`config.mk`:
```
export PLATFORM = sky130hd
export DESIGN_NAME = dma_cfg_err_top
export DESIGN_NICKNAME = d
export VERILOG_FILES = /design/src/rtl/dma_cfg_pkg.sv /design/src/rtl/dma_prio_check.sv /design/src/rtl/dma_desc_check.sv /design/src/rtl/dma_err_capture.sv /design/src/rtl/dma_cfg_err_top.sv
export SDC_FILE = /design/constraint.sdc
export NUM_CORES = 1
export LEC_CHECK = 0
export ABC_AREA = 1
export BUFFER_PORTS_ARGS = -buffer_cell sky130_fd_sc_hd__buf_2
export CAP_MARGIN = 20
export CORE_MARGIN = 5
export CORE_UTILIZATION = 59
export DETAILED_ROUTE_END_ITERATION = 10
export GPL_TIMING_DRIVEN = 0
export PLACE_DENSITY_LB_ADDON = 0.2
export SLEW_MARGIN = 20
export SYNTH_ARGS = -nofsm -noshare
export SYNTH_HDL_FRONTEND = slang
export SYNTH_HIERARCHICAL = 1
export SYNTH_SLANG_ARGS = --single-unit
```
`constraint.sdc`:
```
create_clock -name clk -period 1.1 [get_ports clk]
set_input_delay 0.11 -clock clk [delete_from_list [all_inputs] [get_ports clk]]
set_output_delay 0.11 -clock clk [all_outputs]
set_load 0.005 [all_outputs]
```
`src/rtl/dma_cfg_pkg.sv`:
```
package dma_cfg_pkg;
  localparam int ST_VLD   = 31;
  localparam int ST_CPE   = 14;
  localparam int ST_CH_LO = 8;
  localparam int ST_CH_W  = 4;

  typedef struct packed {
    logic cpe;
    logic sae;
    logic soe;
    logic dae;
    logic doe;
    logic nce;
    logic sge;
    logic sbe;
    logic dbe;
  } err_bits_t;

  function automatic logic [31:0] pack_status(input err_bits_t e, input logic [ST_CH_W-1:0] ch);
    logic [31:0] w;
    w = '0;
    w[ST_VLD] = 1'b1;
    w[ST_CPE] = e.cpe;
    w[ST_CH_LO +: ST_CH_W] = ch;
    w[7:0] = {e.sae, e.soe, e.dae, e.doe, e.nce, e.sge, e.sbe, e.dbe};
    return w;
  endfunction
endpackage

```
`src/rtl/dma_prio_check.sv`:
```
module dma_prio_check #(
  parameter int NCH    = 16,
  parameter int PRIO_W = 4
) (
  input  logic [NCH*PRIO_W-1:0] prio_flat,
  input  logic                  fixed_arb,
  output logic                  conflict
);
  localparam int NPAIR = NCH * (NCH - 1) / 2;
  logic [NPAIR-1:0] eq;

  for (genvar i = 0; i < NCH; i++) begin : g_a
    for (genvar j = i + 1; j < NCH; j++) begin : g_b
      localparam int IDX = i * NCH - (i * (i + 1)) / 2 + (j - i - 1);
      assign eq[IDX] = prio_flat[i*PRIO_W +: PRIO_W] == prio_flat[j*PRIO_W +: PRIO_W];
    end
  end

  assign conflict = fixed_arb & (|eq);
endmodule

```
`src/rtl/dma_desc_check.sv`:
```
module dma_desc_check
  import dma_cfg_pkg::*;
#(
  parameter int ADDR_W       = 32,
  parameter int OFF_W        = 16,
  parameter int CNT_W        = 15,
  parameter int SG_ALIGN_LOG = 5
) (
  input  logic              act_strobe,
  input  logic              major_done,
  input  logic              minor_done,
  input  logic              prio_conflict,
  input  logic              sg_en,
  input  logic [ADDR_W-1:0] sg_addr,
  input  logic              link_en,
  input  logic              citer_elink,
  input  logic              biter_elink,
  input  logic [CNT_W-1:0]  citer,
  input  logic [CNT_W-1:0]  biter,
  input  logic [1:0]        xfer_sz,
  input  logic [ADDR_W-1:0] src_addr,
  input  logic [ADDR_W-1:0] dst_addr,
  input  logic [OFF_W-1:0]  src_off,
  input  logic [OFF_W-1:0]  dst_off,
  input  logic              src_bus_err,
  input  logic              dst_bus_err,
  output err_bits_t         bits,
  output logic              hit
);
  logic [3:0] sz_mask;
  logic       cnt_bad, link_bad;

  always_comb begin
    sz_mask  = (4'd1 << xfer_sz) - 4'd1;
    cnt_bad  = (citer == '0) || (biter == '0) || (citer > biter);
    link_bad = minor_done && link_en && (citer_elink != biter_elink);

    bits.cpe = act_strobe && prio_conflict;
    bits.sae = act_strobe && ((src_addr[3:0] & sz_mask) != 4'd0);
    bits.soe = act_strobe && ((src_off[3:0]  & sz_mask) != 4'd0);
    bits.dae = act_strobe && ((dst_addr[3:0] & sz_mask) != 4'd0);
    bits.doe = act_strobe && ((dst_off[3:0]  & sz_mask) != 4'd0);
    bits.nce = (act_strobe && cnt_bad) || link_bad;
    bits.sge = major_done && sg_en && (sg_addr[SG_ALIGN_LOG-1:0] != '0);
    bits.sbe = src_bus_err;
    bits.dbe = dst_bus_err;
    hit      = |bits;
  end
endmodule

```
`src/rtl/dma_err_capture.sv`:
```
module dma_err_capture
  import dma_cfg_pkg::*;
#(
  parameter int NCH  = 16,
  parameter int CH_W = 4
) (
  input  logic            clk,
  input  logic            rst_n,
  input  err_bits_t       bits,
  input  logic            hit,
  input  logic [CH_W-1:0] act_ch,
  input  logic            clr_strobe,
  input  logic [CH_W-1:0] clr_ch,
  output logic [NCH-1:0]  err_vec,
  output logic [31:0]     err_status
);
  logic [ST_CH_W-1:0] ch_field;
  assign ch_field = ST_CH_W'(act_ch);

  for (genvar i = 0; i < NCH; i++) begin : g_ch
    always_ff @(posedge clk or negedge rst_n) begin
      if (!rst_n)
        err_vec[i] <= 1'b0;
      else if (hit && act_ch == CH_W'(i))
        err_vec[i] <= 1'b1;
      else if (clr_strobe && clr_ch == CH_W'(i))
        err_vec[i] <= 1'b0;
    end
  end

  always_ff @(posedge clk or negedge rst_n) begin
    if (!rst_n)   err_status <= '0;
    else if (hit) err_status <= pack_status(bits, ch_field);
  end
endmodule

```
`src/rtl/dma_cfg_err_top.sv`:
```
module dma_cfg_err_top
  import dma_cfg_pkg::*;
#(
  parameter int NCH    = 16,
  parameter int PRIO_W = 4,
  parameter int ADDR_W = 32,
  parameter int OFF_W  = 16,
  parameter int CNT_W  = 15,
  parameter int CH_W   = (NCH > 1) ? $clog2(NCH) : 1
) (
  input  logic                  clk,
  input  logic                  rst_n,
  input  logic                  fixed_arb,
  input  logic [NCH*PRIO_W-1:0] prio_flat,
  input  logic [CH_W-1:0]       act_ch,
  input  logic                  act_strobe,
  input  logic                  major_done,
  input  logic                  minor_done,
  input  logic                  sg_en,
  input  logic [ADDR_W-1:0]     sg_addr,
  input  logic                  link_en,
  input  logic                  citer_elink,
  input  logic                  biter_elink,
  input  logic [CNT_W-1:0]      citer,
  input  logic [CNT_W-1:0]      biter,
  input  logic [1:0]            xfer_sz,
  input  logic [ADDR_W-1:0]     src_addr,
  input  logic [ADDR_W-1:0]     dst_addr,
  input  logic [OFF_W-1:0]      src_off,
  input  logic [OFF_W-1:0]      dst_off,
  input  logic                  src_bus_err,
  input  logic                  dst_bus_err,
  input  logic                  clr_strobe,
  input  logic [CH_W-1:0]       clr_ch,
  input  logic [NCH-1:0]        err_irq_en,
  output logic [NCH-1:0]        err_vec,
  output logic [31:0]           err_status,
  output logic [NCH-1:0]        err_irq
);
  logic      prio_conflict;
  err_bits_t bits;
  logic      hit;

  dma_prio_check #(.NCH(NCH), .PRIO_W(PRIO_W)) u_prio (
    .prio_flat(prio_flat), .fixed_arb(fixed_arb), .conflict(prio_conflict)
  );

  dma_desc_check #(.ADDR_W(ADDR_W), .OFF_W(OFF_W), .CNT_W(CNT_W), .SG_ALIGN_LOG(5)) u_desc (
    .act_strobe(act_strobe), .major_done(major_done), .minor_done(minor_done),
    .prio_conflict(prio_conflict), .sg_en(sg_en), .sg_addr(sg_addr),
    .link_en(link_en), .citer_elink(citer_elink), .biter_elink(biter_elink),
    .citer(citer), .biter(biter), .xfer_sz(xfer_sz),
    .src_addr(src_addr), .dst_addr(dst_addr), .src_off(src_off), .dst_off(dst_off),
    .src_bus_err(src_bus_err), .dst_bus_err(dst_bus_err),
    .bits(bits), .hit(hit)
  );

  dma_err_capture #(.NCH(NCH), .CH_W(CH_W)) u_cap (
    .clk(clk), .rst_n(rst_n), .bits(bits), .hit(hit), .act_ch(act_ch),
    .clr_strobe(clr_strobe), .clr_ch(clr_ch),
    .err_vec(err_vec), .err_status(err_status)
  );

  assign err_irq = err_vec & err_irq_en;
endmodule

```
==> summary by stage <==
Run status
The flow ran to the end, but the final reports show violations. The final reports fail on setup timing.

Yosys
After synthesis, flip-flops and latches occupy 7.062% of the total area. The xor-xnor portion of the synthesized cell area is 19.43%. The synthesized netlist occupies a cell area of 10630 um2. After synthesis the netlist holds a flip-flop and latch count of 30. Counting every instance in the synthesized netlist gives 1985. During synthesis, Yosys emitted a total of 6 warnings. In this run, distinct cell masters in the synthesized netlist total 26. After Yosys synthesis, full adders, half adders and majority gates account for 1.766% of the synthesized area. The simple-gate area share of the yosys netlist is 48.93%. By area, the combinational part of the netlist is dominated by simple AND/OR/NAND/NOR gates. Summing the areas of all compound-gate instances in the mapped netlist gives 2.024% of the synthesized area. The multiplexer area fraction after synthesis is 0%. The mean instance size in the synthesized netlist is 5.355 um2.

Timing
The share of the clock period used by the worst path after layout is 198.8%. The actual slew at the worst max-slew pin is 0.6988 ns. Clock skew on the completed layout was measured at 0 ns. Setup repair after global routing could not meet its margin everywhere. The worst slew margin relative to its limit is 53.42%. The final hold violation count came to 0.

Subtracting the final worst setup slack from the clock period gives 2.187 ns. The worst hold margin is 0.1516 ns. Setup violations remaining at the end of the flow were counted as 30. The number of pins exceeding their max-slew limit in the final report is 0.

Once routing completed, OpenROAD measured the worst setup slack at -1.087 ns. For this run, the top clock speed supported by timing is 0.4573 GHz.

Floorplanning
The die outline area is 20800 um2. Once the floorplan was initialized, standard cells occupied 59.58% of the core. The die span in y is 144.2 um. Measured along the x axis, the die boundary spans 144.2 um.

The floorplan core area is 17840 um2. 325 I/O pins were placed. After floorplanning, the core was divided into 49 placement rows.

Detailed routing
After detailed routing, the number of remaining DRC violations is 0. The total length of routed wires is 48.50 mm. The count of vias placed by the detailed router is 13870. The average vias per placed instance is 5.639. Dividing the detail-routed wire length by the instance count gives 19.72 um.

The count of nets left with antenna violations once routing finished came out at 0. The detailed router's first-iteration violation count is 2259. Before antenna repair, the detailed router went through 7 iterations.

Finish
The leading cell type in the layout, fill and taps excluded is sky130_fd_sc_hd__nand2_1. The filler cell count in the final layout is 1419. The fraction of final layout cells sized beyond drive strength 1 is 23.71%. Cells fill 78.25% of the core in the end. The top cell types in the final layout, fill and taps aside, are sky130_fd_sc_hd__nand2_1 (1032), sky130_fd_sc_hd__nor2_1 (240), sky130_fd_sc_hd__xor2_1 (220), sky130_fd_sc_hd__buf_2 (134), sky130_fd_sc_hd__inv_1 (85). For this run, the post-layout net count is 2506.

The sequential cells in the finished layout cover a total of 750.7 um2. The antenna diode count is 0. The number of standard cells in the layout, taps in and fillers out is 2460.

The multi-input combinational cells in the finished layout cover a total of 8031 um2. Relative to the synthesized area, the layout overhead comes to 31.32%.

Critical path
The setup slack of the most critical reg-to-reg path is 0.36 ns. The worst-case reg-to-reg path depth is 1. The critical path data arrival time is 2.35 ns. The critical register-to-register path startpoint is u_cap/err_status[31].

The launch point of the worst path is prio_flat[41]. By startpoint and endpoint, the worst setup path is classified as input pin to flip-flop. The worst setup path is captured at a flip-flop. The endpoint identified for the worst register-to-register timing path is u_cap/err_status[31].

Data on the critical path is required at its endpoint by 1.26 ns. The startpoint kind of the worst setup timing path is an input pin. In this run the worst setup path terminates at u_cap/err_status[31]. The largest fanout of any net on the critical path is 7.

Clocking
The longest clock path from root to sink contains 2 buffers. The tree built by TritonCTS fans out to 30 sinks. The tree is rooted in a sky130_fd_sc_hd__clkbuf_16. After clock tree synthesis, the clock-pin slew on the worst setup and hold paths is 0.05 ns. The deepest level of the CTS H-tree is 2. The number of clock buffers inserted by TritonCTS is 5. The clock tree from TritonCTS is built. The clock reaches the later pin of the worst-skew pair after 0.27 ns.

Global route
The first-pass GRT wire length is 68.24 mm. The number of antenna violations at the first check in global routing is 1. The number of global-route vias before repair is 12080. The pin count of the biggest net entering global routing is 31.

The global-route usage over all layers is 43.10%. The total global routing overflow is 0.

Placed design
The cell total after placement is 2361. The placer's final routability congestion estimate is 1.068. The number of port buffers is 130. The estimated wirelength of the detail-placed design is 32.93 mm.

Power
The analysis attributes to cell leakage a power of 8.233 nW. The worst-case IR drop observed on VDD is 803.1 uV. The power per cell area is 668.2 nW/um2.

Job
The number of violations of the max-capacitance limit is 0.

Min path
The min-delay analysis places its worst path in the category input pin to flip-flop.
==> registers in the layout (all words and copies together), names as in the netlist <==
| signal | count |
|---|---|
| u_cap/err_vec | 16 |
| u_cap/err_status | 14 |
==> metrics by stage <==
stage | setup WS [ns] | power (W) | instance area [um2] | TNS, ns
detailed placement | -1.408 | 0.006612 | 11740 | -40.88
finish | -1.087 | 0.009328 | 13960 | -31.34
global route | -1.187 | 0.009758 | 13960 | -34.76
CTS | -0.9450 | 0.008767 | 13620 | -26.75
floorplan | -0.7997 | 0.004992 | 10810 | -21.22
global placement | -1.376 | 0.006511 | 11740 | -39.70
==> power breakdown <==
part	switching, W	leakage [nW]	internal [W]
Clock	0.000477	0.0739	0.000896
Sequential	0.000132	0.345	0.00127
Combinational	0.00383	7.81	0.00273
Total	0.00444	8.23	0.00489
==> layer usage <==
metal  vias up  global-route usage (%)  part of all wire (%)
met4         2                   21.06                   6.9
met3       320                   16.77                    17
met1      6064                   54.22                    34
met5         -                       0                 0.023
li1       6273                       -                     -
met2      1214                   64.43                    41
==> worst max-delay path, stage by stage <==
cell	delay, ns
sky130_fd_sc_hd__buf_6	0.13
sky130_fd_sc_hd__inv_4	0.08
sky130_fd_sc_hd__buf_6	0.13
sky130_fd_sc_hd__nand2_1	0.05
sky130_fd_sc_hd__nand2_1	0.08
sky130_fd_sc_hd__nor2_2	0.08
sky130_fd_sc_hd__nand2_1	0.09
sky130_fd_sc_hd__nand2_1	0.09
sky130_fd_sc_hd__nor2_4	0.12
sky130_fd_sc_hd__nand2_2	0.08
sky130_fd_sc_hd__nor2_2	0.13
sky130_fd_sc_hd__nand2_2	0.08
sky130_fd_sc_hd__nor2_4	0.13
sky130_fd_sc_hd__a21oi_2	0.07
sky130_fd_sc_hd__nand2_1	0.09
sky130_fd_sc_hd__nand4_1	0.08
sky130_fd_sc_hd__nor2_1	0.12
sky130_fd_sc_hd__nand3_2	0.18
sky130_fd_sc_hd__buf_6	0.19
sky130_fd_sc_hd__or2_4	0.22
==> worst min path at each step <==
| stage | startpoint | end | slack (ns) | cells past startpoint |
|---|---|---|---|---|
| detailed placement | rst_n | u_cap/err_vec[15] | 0.19 | 1 |
| finish | act_ch[2] | u_cap/err_status[10] | 0.15 | 3 |
| global placement | rst_n | u_cap/err_vec[14] | 0.17 | 1 |
| floorplan | rst_n | u_cap/err_status[0] | -0.19 | 0 |
| CTS | act_ch[2] | u_cap/err_status[10] | 0.13 | 3 |
| global route | act_ch[2] | u_cap/err_status[10] | 0.15 | 3 |
==> area by class of cell <==
| type | instances | share of cell area [%] |
|---|---|---|
| Clock buffer | 7 | 1.022 |
| Inverter | 129 | 4.410 |
| Tap cell | 229 | 2.053 |
| Clock inverter | 1 | 0.03585 |
| Sequential cell | 30 | 5.378 |
| Multi-Input combinational cell | 1678 | 57.53 |
| Buffer | 165 | 16.49 |
| Timing Repair Buffer | 221 | 13.08 |
==> synth_stat cells <==
master                    number  area share, %
sky130_fd_sc_hd__nand3_1      15           0.71
sky130_fd_sc_hd__inv_4         1          0.059
sky130_fd_sc_hd__nand4_1       9           0.53
sky130_fd_sc_hd__o21ai_2       1          0.082
sky130_fd_sc_hd__conb_1        1          0.035
sky130_fd_sc_hd__a21oi_1      30            1.4
sky130_fd_sc_hd__buf_6        86            9.1
sky130_fd_sc_hd__buf_8         5           0.71
sky130_fd_sc_hd__dfrtp_1      30            7.1
sky130_fd_sc_hd__inv_2        27           0.95
sky130_fd_sc_hd__nor3_1        1          0.047
sky130_fd_sc_hd__nor2_1      278            9.8
sky130_fd_sc_hd__o21ai_0       6           0.28
sky130_fd_sc_hd__xor2_1      226             19
sky130_fd_sc_hd__buf_4        62            4.4
sky130_fd_sc_hd__a21oi_2       3           0.25
sky130_fd_sc_hd__or2_2         1          0.059
sky130_fd_sc_hd__buf_2         2          0.094
sky130_fd_sc_hd__nor2_2        3           0.18
sky130_fd_sc_hd__xor2_2        1           0.15
sky130_fd_sc_hd__inv_1       101            3.6
sky130_fd_sc_hd__buf_12       10            1.9
sky130_fd_sc_hd__xnor2_1       8           0.66
sky130_fd_sc_hd__nor3_2        1          0.094
sky130_fd_sc_hd__nand2_1    1062             37
sky130_fd_sc_hd__ha_1         15            1.8
==> kinds of logic (layout without fill, tap and decap cells) <==
logic type	count (synthesis)	in the layout
simple gates	1370	1370
buf+inv	294	523
xor+xnor	235	235
compound gates	40	40
flops	30	30
fa+ha+maj	15	15
other cells	1	18
==> repair_timing <==
| action | 4_1_cts | 5_1_grt |
|---|---|---|
| endpoints found under the setup margin | 30 | 30 |
| pin swaps | 59 | 37 |
| hold buffers | 1 | 0 |
| buffers inserted | 49 | 12 |
| hold endpoints to repair | 30 | 0 |
| cloned | 27 | 3 |
| resized for setup | 230 | 54 |
(Power assumes the default switching activity.)
